[config.mk]
export PLATFORM = sky130hd
export DESIGN_NAME = sram_phase_seq
export DESIGN_NICKNAME = d
export VERILOG_FILES = /design/src/rtl/sps_pkg.sv /design/src/rtl/sps_req_latch.sv /design/src/rtl/sps_swing_timer.sv /design/src/rtl/sps_fsm.sv /design/src/rtl/sps_strobe_dec.sv /design/src/rtl/sram_phase_seq.sv
export SDC_FILE = /design/constraint.sdc
export NUM_CORES = 1
export LEC_CHECK = 0
export BUFFER_PORTS_ARGS = -buffer_cell sky130_fd_sc_hd__buf_2
export CORE_UTILIZATION = 30
export CTS_BUF_LIST = sky130_fd_sc_hd__clkbuf_16
export CTS_CLUSTER_DIAMETER = 100
export CTS_CLUSTER_SIZE = 10
export DETAILED_ROUTE_END_ITERATION = 6
export GPL_TIMING_DRIVEN = 0
export SETUP_SLACK_MARGIN = 0.5
export SYNTH_ARGS = -nofsm -noshare
export SYNTH_HDL_FRONTEND = slang
export SYNTH_SLANG_ARGS = --single-unit
[constraint.sdc]
create_clock -name clk -period 2 [get_ports clk]
set_input_delay 0.1 -clock clk [delete_from_list [all_inputs] [get_ports clk]]
set_output_delay 0.1 -clock clk [all_outputs]
set_load 0.1 [all_outputs]
[src/rtl/sps_pkg.sv]
package sps_pkg;

    typedef enum logic [2:0] {
        ST_IDLE  = 3'd0,
        ST_PRE   = 3'd1,
        ST_RWL   = 3'd2,
        ST_SENSE = 3'd3,
        ST_WDRV  = 3'd4,
        ST_WWL   = 3'd5,
        ST_FIN   = 3'd6
    } seq_state_e;

endpackage

[src/rtl/sps_req_latch.sv]
module sps_req_latch #(
    parameter int AW = 6,
    parameter int CW = 4
) (
    input  logic          clk,
    input  logic          rst_n,
    input  logic          launch,
    input  logic          dual_mode,
    input  logic          rd_a_req,
    input  logic [AW-1:0] rd_a_addr,
    input  logic          rd_b_req,
    input  logic [AW-1:0] rd_b_addr,
    input  logic          wr_req,
    input  logic [AW-1:0] wr_addr,
    input  logic [CW-1:0] swing_cycles,
    output logic          any_req,
    output logic          sel_rd,
    output logic          take_a,
    output logic          take_b,
    output logic          take_w,
    output logic [AW-1:0] row_a,
    output logic [AW-1:0] row_b,
    output logic [AW-1:0] row_w,
    output logic [CW-1:0] swing_eff,
    output logic          grant_a,
    output logic          grant_b,
    output logic          grant_w
);

    typedef struct packed {
        logic          ta;
        logic          tb;
        logic          tw;
        logic [AW-1:0] ra;
        logic [AW-1:0] rb;
        logic [AW-1:0] rw;
        logic [CW-1:0] sw;
        logic          ga;
        logic          gb;
        logic          gw;
    } latch_t;

    latch_t lat_d, lat_q;
    logic   sel_a, sel_b, sel_w;

    always_comb begin
        sel_a   = rd_a_req;
        sel_b   = dual_mode & rd_b_req;
        sel_w   = wr_req & (dual_mode | ~rd_a_req);
        any_req = sel_a | sel_b | sel_w;
        sel_rd  = sel_a | sel_b;

        lat_d    = lat_q;
        lat_d.ga = 1'b0;
        lat_d.gb = 1'b0;
        lat_d.gw = 1'b0;
        if (launch) begin
            lat_d.ta = sel_a;
            lat_d.tb = sel_b;
            lat_d.tw = sel_w;
            lat_d.ra = rd_a_addr;
            lat_d.rb = rd_b_addr;
            lat_d.rw = wr_addr;
            lat_d.sw = (swing_cycles == '0) ? CW'(1) : swing_cycles;
            lat_d.ga = sel_a;
            lat_d.gb = sel_b;
            lat_d.gw = sel_w;
        end
    end

    always_ff @(posedge clk or negedge rst_n) begin
        if (!rst_n) begin
            lat_q <= '0;
        end else begin
            lat_q <= lat_d;
        end
    end

    assign take_a    = lat_q.ta;
    assign take_b    = lat_q.tb;
    assign take_w    = lat_q.tw;
    assign row_a     = lat_q.ra;
    assign row_b     = lat_q.rb;
    assign row_w     = lat_q.rw;
    assign swing_eff = lat_q.sw;
    assign grant_a   = lat_q.ga;
    assign grant_b   = lat_q.gb;
    assign grant_w   = lat_q.gw;

endmodule

[src/rtl/sps_swing_timer.sv]
module sps_swing_timer #(
    parameter int CW = 4
) (
    input  logic          clk,
    input  logic          rst_n,
    input  logic          load,
    input  logic [CW-1:0] load_val,
    input  logic          step,
    output logic          last
);

    typedef struct packed {
        logic [CW-1:0] cnt;
    } tmr_t;

    tmr_t tmr_d, tmr_q;

    always_comb begin
        tmr_d = tmr_q;
        if (load) begin
            tmr_d.cnt = load_val;
        end else if (step && tmr_q.cnt != '0) begin
            tmr_d.cnt = tmr_q.cnt - CW'(1);
        end
    end

    always_ff @(posedge clk or negedge rst_n) begin
        if (!rst_n) begin
            tmr_q <= '0;
        end else begin
            tmr_q <= tmr_d;
        end
    end

    assign last = (tmr_q.cnt == CW'(1));

endmodule

[src/rtl/sps_fsm.sv]
module sps_fsm
    import sps_pkg::*;
(
    input  logic       clk,
    input  logic       rst_n,
    input  logic       any_req,
    input  logic       sel_rd,
    input  logic       take_w,
    input  logic       timer_last,
    output seq_state_e state,
    output logic       launch,
    output logic       load_timer,
    output logic       step_timer
);

    typedef struct packed {
        seq_state_e st;
    } fsm_t;

    fsm_t fsm_d, fsm_q;

    always_comb begin
        fsm_d      = fsm_q;
        launch     = 1'b0;
        load_timer = 1'b0;
        step_timer = 1'b0;
        unique case (fsm_q.st)
            ST_IDLE: begin
                if (any_req) begin
                    launch   = 1'b1;
                    fsm_d.st = sel_rd ? ST_PRE : ST_WDRV;
                end
            end
            ST_PRE: begin
                load_timer = 1'b1;
                fsm_d.st   = ST_RWL;
            end
            ST_RWL: begin
                step_timer = 1'b1;
                if (timer_last) fsm_d.st = ST_SENSE;
            end
            ST_SENSE: begin
                fsm_d.st = take_w ? ST_WDRV : ST_FIN;
            end
            ST_WDRV: begin
                load_timer = 1'b1;
                fsm_d.st   = ST_WWL;
            end
            ST_WWL: begin
                step_timer = 1'b1;
                if (timer_last) fsm_d.st = ST_FIN;
            end
            ST_FIN: begin
                fsm_d.st = ST_IDLE;
            end
            default: begin
                fsm_d.st = ST_IDLE;
            end
        endcase
    end

    always_ff @(posedge clk or negedge rst_n) begin
        if (!rst_n) begin
            fsm_q.st <= ST_IDLE;
        end else begin
            fsm_q <= fsm_d;
        end
    end

    assign state = fsm_q.st;

endmodule

[src/rtl/sps_strobe_dec.sv]
module sps_strobe_dec
    import sps_pkg::*;
#(
    parameter int AW = 6
) (
    input  seq_state_e    state,
    input  logic          take_a,
    input  logic          take_b,
    input  logic [AW-1:0] row_a,
    input  logic [AW-1:0] row_b,
    input  logic [AW-1:0] row_w,
    output logic          pch_en,
    output logic          wl_en_a,
    output logic [AW-1:0] wl_row_a,
    output logic          wl_en_b,
    output logic [AW-1:0] wl_row_b,
    output logic          wdrv_en,
    output logic          sa_clk,
    output logic          iso_en,
    output logic          wr_phase,
    output logic          rdy
);

    always_comb begin
        pch_en   = 1'b0;
        wl_en_a  = 1'b0;
        wl_row_a = '0;
        wl_en_b  = 1'b0;
        wl_row_b = '0;
        wdrv_en  = 1'b0;
        sa_clk   = 1'b0;
        iso_en   = 1'b0;
        wr_phase = 1'b0;
        rdy      = 1'b0;
        unique case (state)
            ST_PRE: pch_en = 1'b1;
            ST_RWL: begin
                wl_en_a  = take_a;
                wl_row_a = take_a ? row_a : '0;
                wl_en_b  = take_b;
                wl_row_b = take_b ? row_b : '0;
            end
            ST_SENSE: begin
                sa_clk = 1'b1;
                iso_en = 1'b1;
            end
            ST_WDRV: begin
                wdrv_en  = 1'b1;
                wr_phase = 1'b1;
            end
            ST_WWL: begin
                wdrv_en  = 1'b1;
                wr_phase = 1'b1;
                wl_en_a  = 1'b1;
                wl_row_a = row_w;
            end
            ST_FIN:  rdy = 1'b1;
            default: ;
        endcase
    end

endmodule

[src/rtl/sram_phase_seq.sv]
module sram_phase_seq
    import sps_pkg::*;
#(
    parameter int AW = 6,
    parameter int CW = 4
) (
    input  logic          clk,
    input  logic          rst_n,
    input  logic          dual_mode,
    input  logic          rd_a_req,
    input  logic [AW-1:0] rd_a_addr,
    input  logic          rd_b_req,
    input  logic [AW-1:0] rd_b_addr,
    input  logic          wr_req,
    input  logic [AW-1:0] wr_addr,
    input  logic [CW-1:0] swing_cycles,
    output logic          pch_en,
    output logic          wl_en_a,
    output logic [AW-1:0] wl_row_a,
    output logic          wl_en_b,
    output logic [AW-1:0] wl_row_b,
    output logic          wdrv_en,
    output logic          sa_clk,
    output logic          iso_en,
    output logic          wr_phase,
    output logic          rdy,
    output logic          grant_a,
    output logic          grant_b,
    output logic          grant_w
);

    seq_state_e    state;
    logic          launch, load_timer, step_timer, timer_last;
    logic          any_req, sel_rd, take_a, take_b, take_w;
    logic [AW-1:0] row_a, row_b, row_w;
    logic [CW-1:0] swing_eff;

    sps_req_latch #(.AW(AW), .CW(CW)) u_latch (
        .clk          (clk),
        .rst_n        (rst_n),
        .launch       (launch),
        .dual_mode    (dual_mode),
        .rd_a_req     (rd_a_req),
        .rd_a_addr    (rd_a_addr),
        .rd_b_req     (rd_b_req),
        .rd_b_addr    (rd_b_addr),
        .wr_req       (wr_req),
        .wr_addr      (wr_addr),
        .swing_cycles (swing_cycles),
        .any_req      (any_req),
        .sel_rd       (sel_rd),
        .take_a       (take_a),
        .take_b       (take_b),
        .take_w       (take_w),
        .row_a        (row_a),
        .row_b        (row_b),
        .row_w        (row_w),
        .swing_eff    (swing_eff),
        .grant_a      (grant_a),
        .grant_b      (grant_b),
        .grant_w      (grant_w)
    );

    sps_fsm u_fsm (
        .clk        (clk),
        .rst_n      (rst_n),
        .any_req    (any_req),
        .sel_rd     (sel_rd),
        .take_w     (take_w),
        .timer_last (timer_last),
        .state      (state),
        .launch     (launch),
        .load_timer (load_timer),
        .step_timer (step_timer)
    );

    sps_swing_timer #(.CW(CW)) u_timer (
        .clk      (clk),
        .rst_n    (rst_n),
        .load     (load_timer),
        .load_val (swing_eff),
        .step     (step_timer),
        .last     (timer_last)
    );

    sps_strobe_dec #(.AW(AW)) u_dec (
        .state    (state),
        .take_a   (take_a),
        .take_b   (take_b),
        .row_a    (row_a),
        .row_b    (row_b),
        .row_w    (row_w),
        .pch_en   (pch_en),
        .wl_en_a  (wl_en_a),
        .wl_row_a (wl_row_a),
        .wl_en_b  (wl_en_b),
        .wl_row_b (wl_row_b),
        .wdrv_en  (wdrv_en),
        .sa_clk   (sa_clk),
        .iso_en   (iso_en),
        .wr_phase (wr_phase),
        .rdy      (rdy)
    );

endmodule

==> impl_metrics.env <==
export IMPL_design_area_um2=3290
export IMPL_dp_hpwl_um=2970
export IMPL_p_int_mw=3.16
export IMPL_pwr_share_seq_pct=22.5
export IMPL_slew_violations=0
export IMPL_numCtsBuffers=5
export IMPL_grt_usage_pct=16.4
export IMPL_fin_cells=366
export IMPL_synth_top_cell_by_area="dfrtp_1"
export IMPL_min_period_over_period_pct=86.3
export IMPL_synth_ff_type="dfrtp_1"
export IMPL_critPathTopFamily="buffers and inverters"
export IMPL_critPathBufInv=4
export IMPL_p_leak_nw=1.62
export IMPL_synth_nets=233
export IMPL_die_w_um=78.6
export IMPL_slowest_delay_ns=0.37
export IMPL_async_flop_share_pct=100
export IMPL_vias_per_cell=4.90
export IMPL_setup_viol=0
export IMPL_row_count=27
export IMPL_dpl_cell_area_um2=2240
export IMPL_power_density_nw_per_um2=1760
export IMPL_ys_ff_latch=35
export IMPL_die_h_um=78.6
export IMPL_hold_viol=0
export IMPL_synth_top_cell_area_share_pct=49.8
export IMPL_rrSetupSlack_ns=0.37
export IMPL_crit_type="flop to output pin"
export IMPL_drcViolationCount=0
export IMPL_fmax_mhz=579
export IMPL_portBuffers=50
export IMPL_cp_slowest_cell="dfrtp_1"
export IMPL_p_comb_share_pct=65.0
export IMPL_worstMarginPinSlew_ns=0.817
export IMPL_swShare_pct=45.3
export IMPL_netlist_instances=203
export IMPL_grt_use_met2_pct=26.9
export IMPL_busiest_layer="met2"
export IMPL_crit_fanout=9
export IMPL_avgRoutedWirePerCell_um=14.4
export IMPL_ys_seq_area_share_pct=49.8
export IMPL_antenna_found_initial=0
export IMPL_max_slew_margin_pct=45.5
export IMPL_fill_cells=462
export IMPL_required_ns=1.90
export IMPL_diodes=0
export IMPL_cts_tree="yes"
export IMPL_rsz0062_at_grt="yes"
export IMPL_area_delta_synth_final_pct=87.1
export IMPL_utilization_pct=59.1
export IMPL_htree_levels=2
export IMPL_wl_um=5280
export IMPL_drtIter0Drc=120
export IMPL_pwr_share_clk_pct=12.5
export IMPL_finalCriticalPeriod_ns=1.73
export IMPL_drv_cap=0
export IMPL_arrival_ns=1.63
export IMPL_run_status="complete, no violations"
export IMPL_dr_total_vias=1793
export IMPL_ir_worst_vdd_mv=1.05
export IMPL_grt_max_degree=36
export IMPL_cts_sinks=35
export IMPL_use_met3_pct=4.30
export IMPL_grt_pass1_vias=1728
export IMPL_die_area_um2=6180
export IMPL_yosys_warnings=0
export IMPL_synth_most_common_cell="nand2_1"
export IMPL_yosys_cell_types_count=39
export IMPL_gr_total_overflow=0
export IMPL_root_buffer="clkbuf_16"
export IMPL_crit_top_cell="buf_6"
export IMPL_grt_pass1_wl_um=7850
export IMPL_start_util_pct=31.6
export IMPL_netlist_area_um2=1760
export IMPL_antenna_left=0
export IMPL_critPathCaptureType="output pin"
export IMPL_met1_usage_pct=20.8
export IMPL_postSynthAreaPerCell_um2=8.67
export IMPL_clock_skew_ns=0.00202
export IMPL_ioPinCount=51
export IMPL_finalWorstSetupSlack_ns=0.273
export IMPL_path_clk_slew_ns=0.05
export IMPL_path_cells="buf_6 > buf_4 > and3b_1 > buf_6 > a22o_4 > buf_12"
export IMPL_ys_top_cells_by_count="nand2_1, dfrtp_1, inv_1"
export IMPL_first_pass_iters=4
export IMPL_nNetsFinal=323
export IMPL_placed_cells=325
export IMPL_coreArea_um2=5570
export IMPL_dp_slack_ns=0.130
export IMPL_clk_path_buf_depth=2
export IMPL_start_kind="flop"
export IMPL_hold_ws_ns=0.0201
export IMPL_setup_tns_ns=0
export IMPL_gp_congestion=0.775
export IMPL_synth_edf_count=0
export IMPL_synth_top_cells_by_area="dfrtp_1, nand2_1, and3_1"
export IMPL_drive_gt1_share_pct=59.5
export IMPL_p_sw_mw=2.62
export IMPL_min_path_type="input port to flop"
export IMPL_insertion_delay_ns=0.28
export IMPL_power_mw=5.78
==> per-layer routing <==
| layer | share of wire, % | vias up |
|---|---|---|
| li1 | - | 862 |
| met2 | 50 | 58 |
| met1 | 44 | 865 |
| met3 | 4.2 | 8 |
| met4 | 1.5 | 0 |
| met5 | 0 | - |
==> final timing paths <==
check / to / depth (start not counted) / start
hold reg to reg: u_latch.row_b[4]$_DFFE_PN0P_ / 2 / u_latch.row_b[4]$_DFFE_PN0P_
max in group asynchronous: u_fsm.state[0]$_DFFE_PN0P_ / 2 / rst_n
hold / removal: u_latch.row_a[3]$_DFFE_PN0P_ / 3 / rd_a_addr[3]
setup reg to reg: u_timer.tmr_q[1]$_DFFE_PN0P_ / 6 / u_timer.tmr_q[0]$_DFFE_PN0P_
min in group asynchronous: u_latch.swing_eff[2]$_DFFE_PN0P_ / 2 / rst_n
setup / recovery: wl_row_a[0] / 6 / u_fsm.state[1]$_DFFE_PN0P_
==> area by class of cell <==
cell class | instances | area [µm²] | share of cell area, %
buffer | 14 | 163 | 4.94
clock buffer | 5 | 125 | 3.80
clock inverter | 3 | 11.3 | 0.342
inverter | 10 | 37.5 | 1.14
multi-input combinational | 144 | 1130 | 34.2
sequential | 35 | 877 | 26.6
tap | 72 | 90.1 | 2.74
timing repair buffer | 83 | 862 | 26.2
==> flip-flops by register name (all words and copies together), names as in the netlist <==
register           flops
u_fsm.state            3
u_latch.grant_a        1
u_latch.grant_b        1
u_latch.grant_w        1
u_latch.row_a          6
u_latch.row_b          6
u_latch.row_w          6
u_latch.swing_eff      4
u_latch.take_a         1
u_latch.take_b         1
u_latch.take_w         1
u_timer.tmr_q          4
==> layout by cell type (no fill, tap or decap), types with 2 or more instances in the layout <==
cell	netlist	routed
a2111oi_4	0	2
a21o_1	5	5
a21oi_1	7	7
a22o_4	0	6
and2_4	1	3
and3_1	9	2
and3_4	0	6
buf_12	0	17
buf_2	7	31
buf_4	2	19
buf_6	0	21
buf_8	0	6
clkbuf_16	0	7
clkinv_1	0	2
dfrtp_1	35	34
inv_1	10	8
inv_2	0	3
nand2_1	62	28
nand2_2	0	29
nand2_4	0	5
nand2b_1	5	3
nand2b_4	0	2
nand3_1	2	2
nor2_1	8	6
nor2_4	0	2
nor3_1	3	3
o21ai_0	4	4
o21ai_2	0	2
==> worst min-delay path, delay by kind of cell <==
kind | cells | cell delay, ns
buffers and inverters | 1 | 0.08
and+or+nand+nor | 2 | 0.08
==> timing repair <==
action / CTS / global route
setup buffers: 14 / 14
cloned: 0 / 4
hold buffers: 1 / 0
endpoints found under the hold margin: 35 / 0
gates resized for setup: 85 / 100
endpoints found under the setup margin: 45 / 46
pin swaps: 12 / 50
==> power by group through the flow <==
stage | clock (mW) | combinational [mW] | sequential [mW]
floorplan | 0 | 1.98 | 1.28
detailed placement | 0 | 2.43 | 1.26
CTS | 0.740 | 3.06 | 1.26
global route | 0.762 | 3.99 | 1.35
finish | 0.723 | 3.76 | 1.30
global placement | 0 | 2.41 | 1.24
==> logic make-up after synthesis <==
family,Yosys count,synth area share (%)
adders and majority gates,2,1.42
and+or+nand+nor,102,26.9
buffers and inverters,24,6.04
DFF,35,49.8
AOI/OAI and AO/OA,40,15.9
Note: power is estimated with default switching activity, not from simulation.
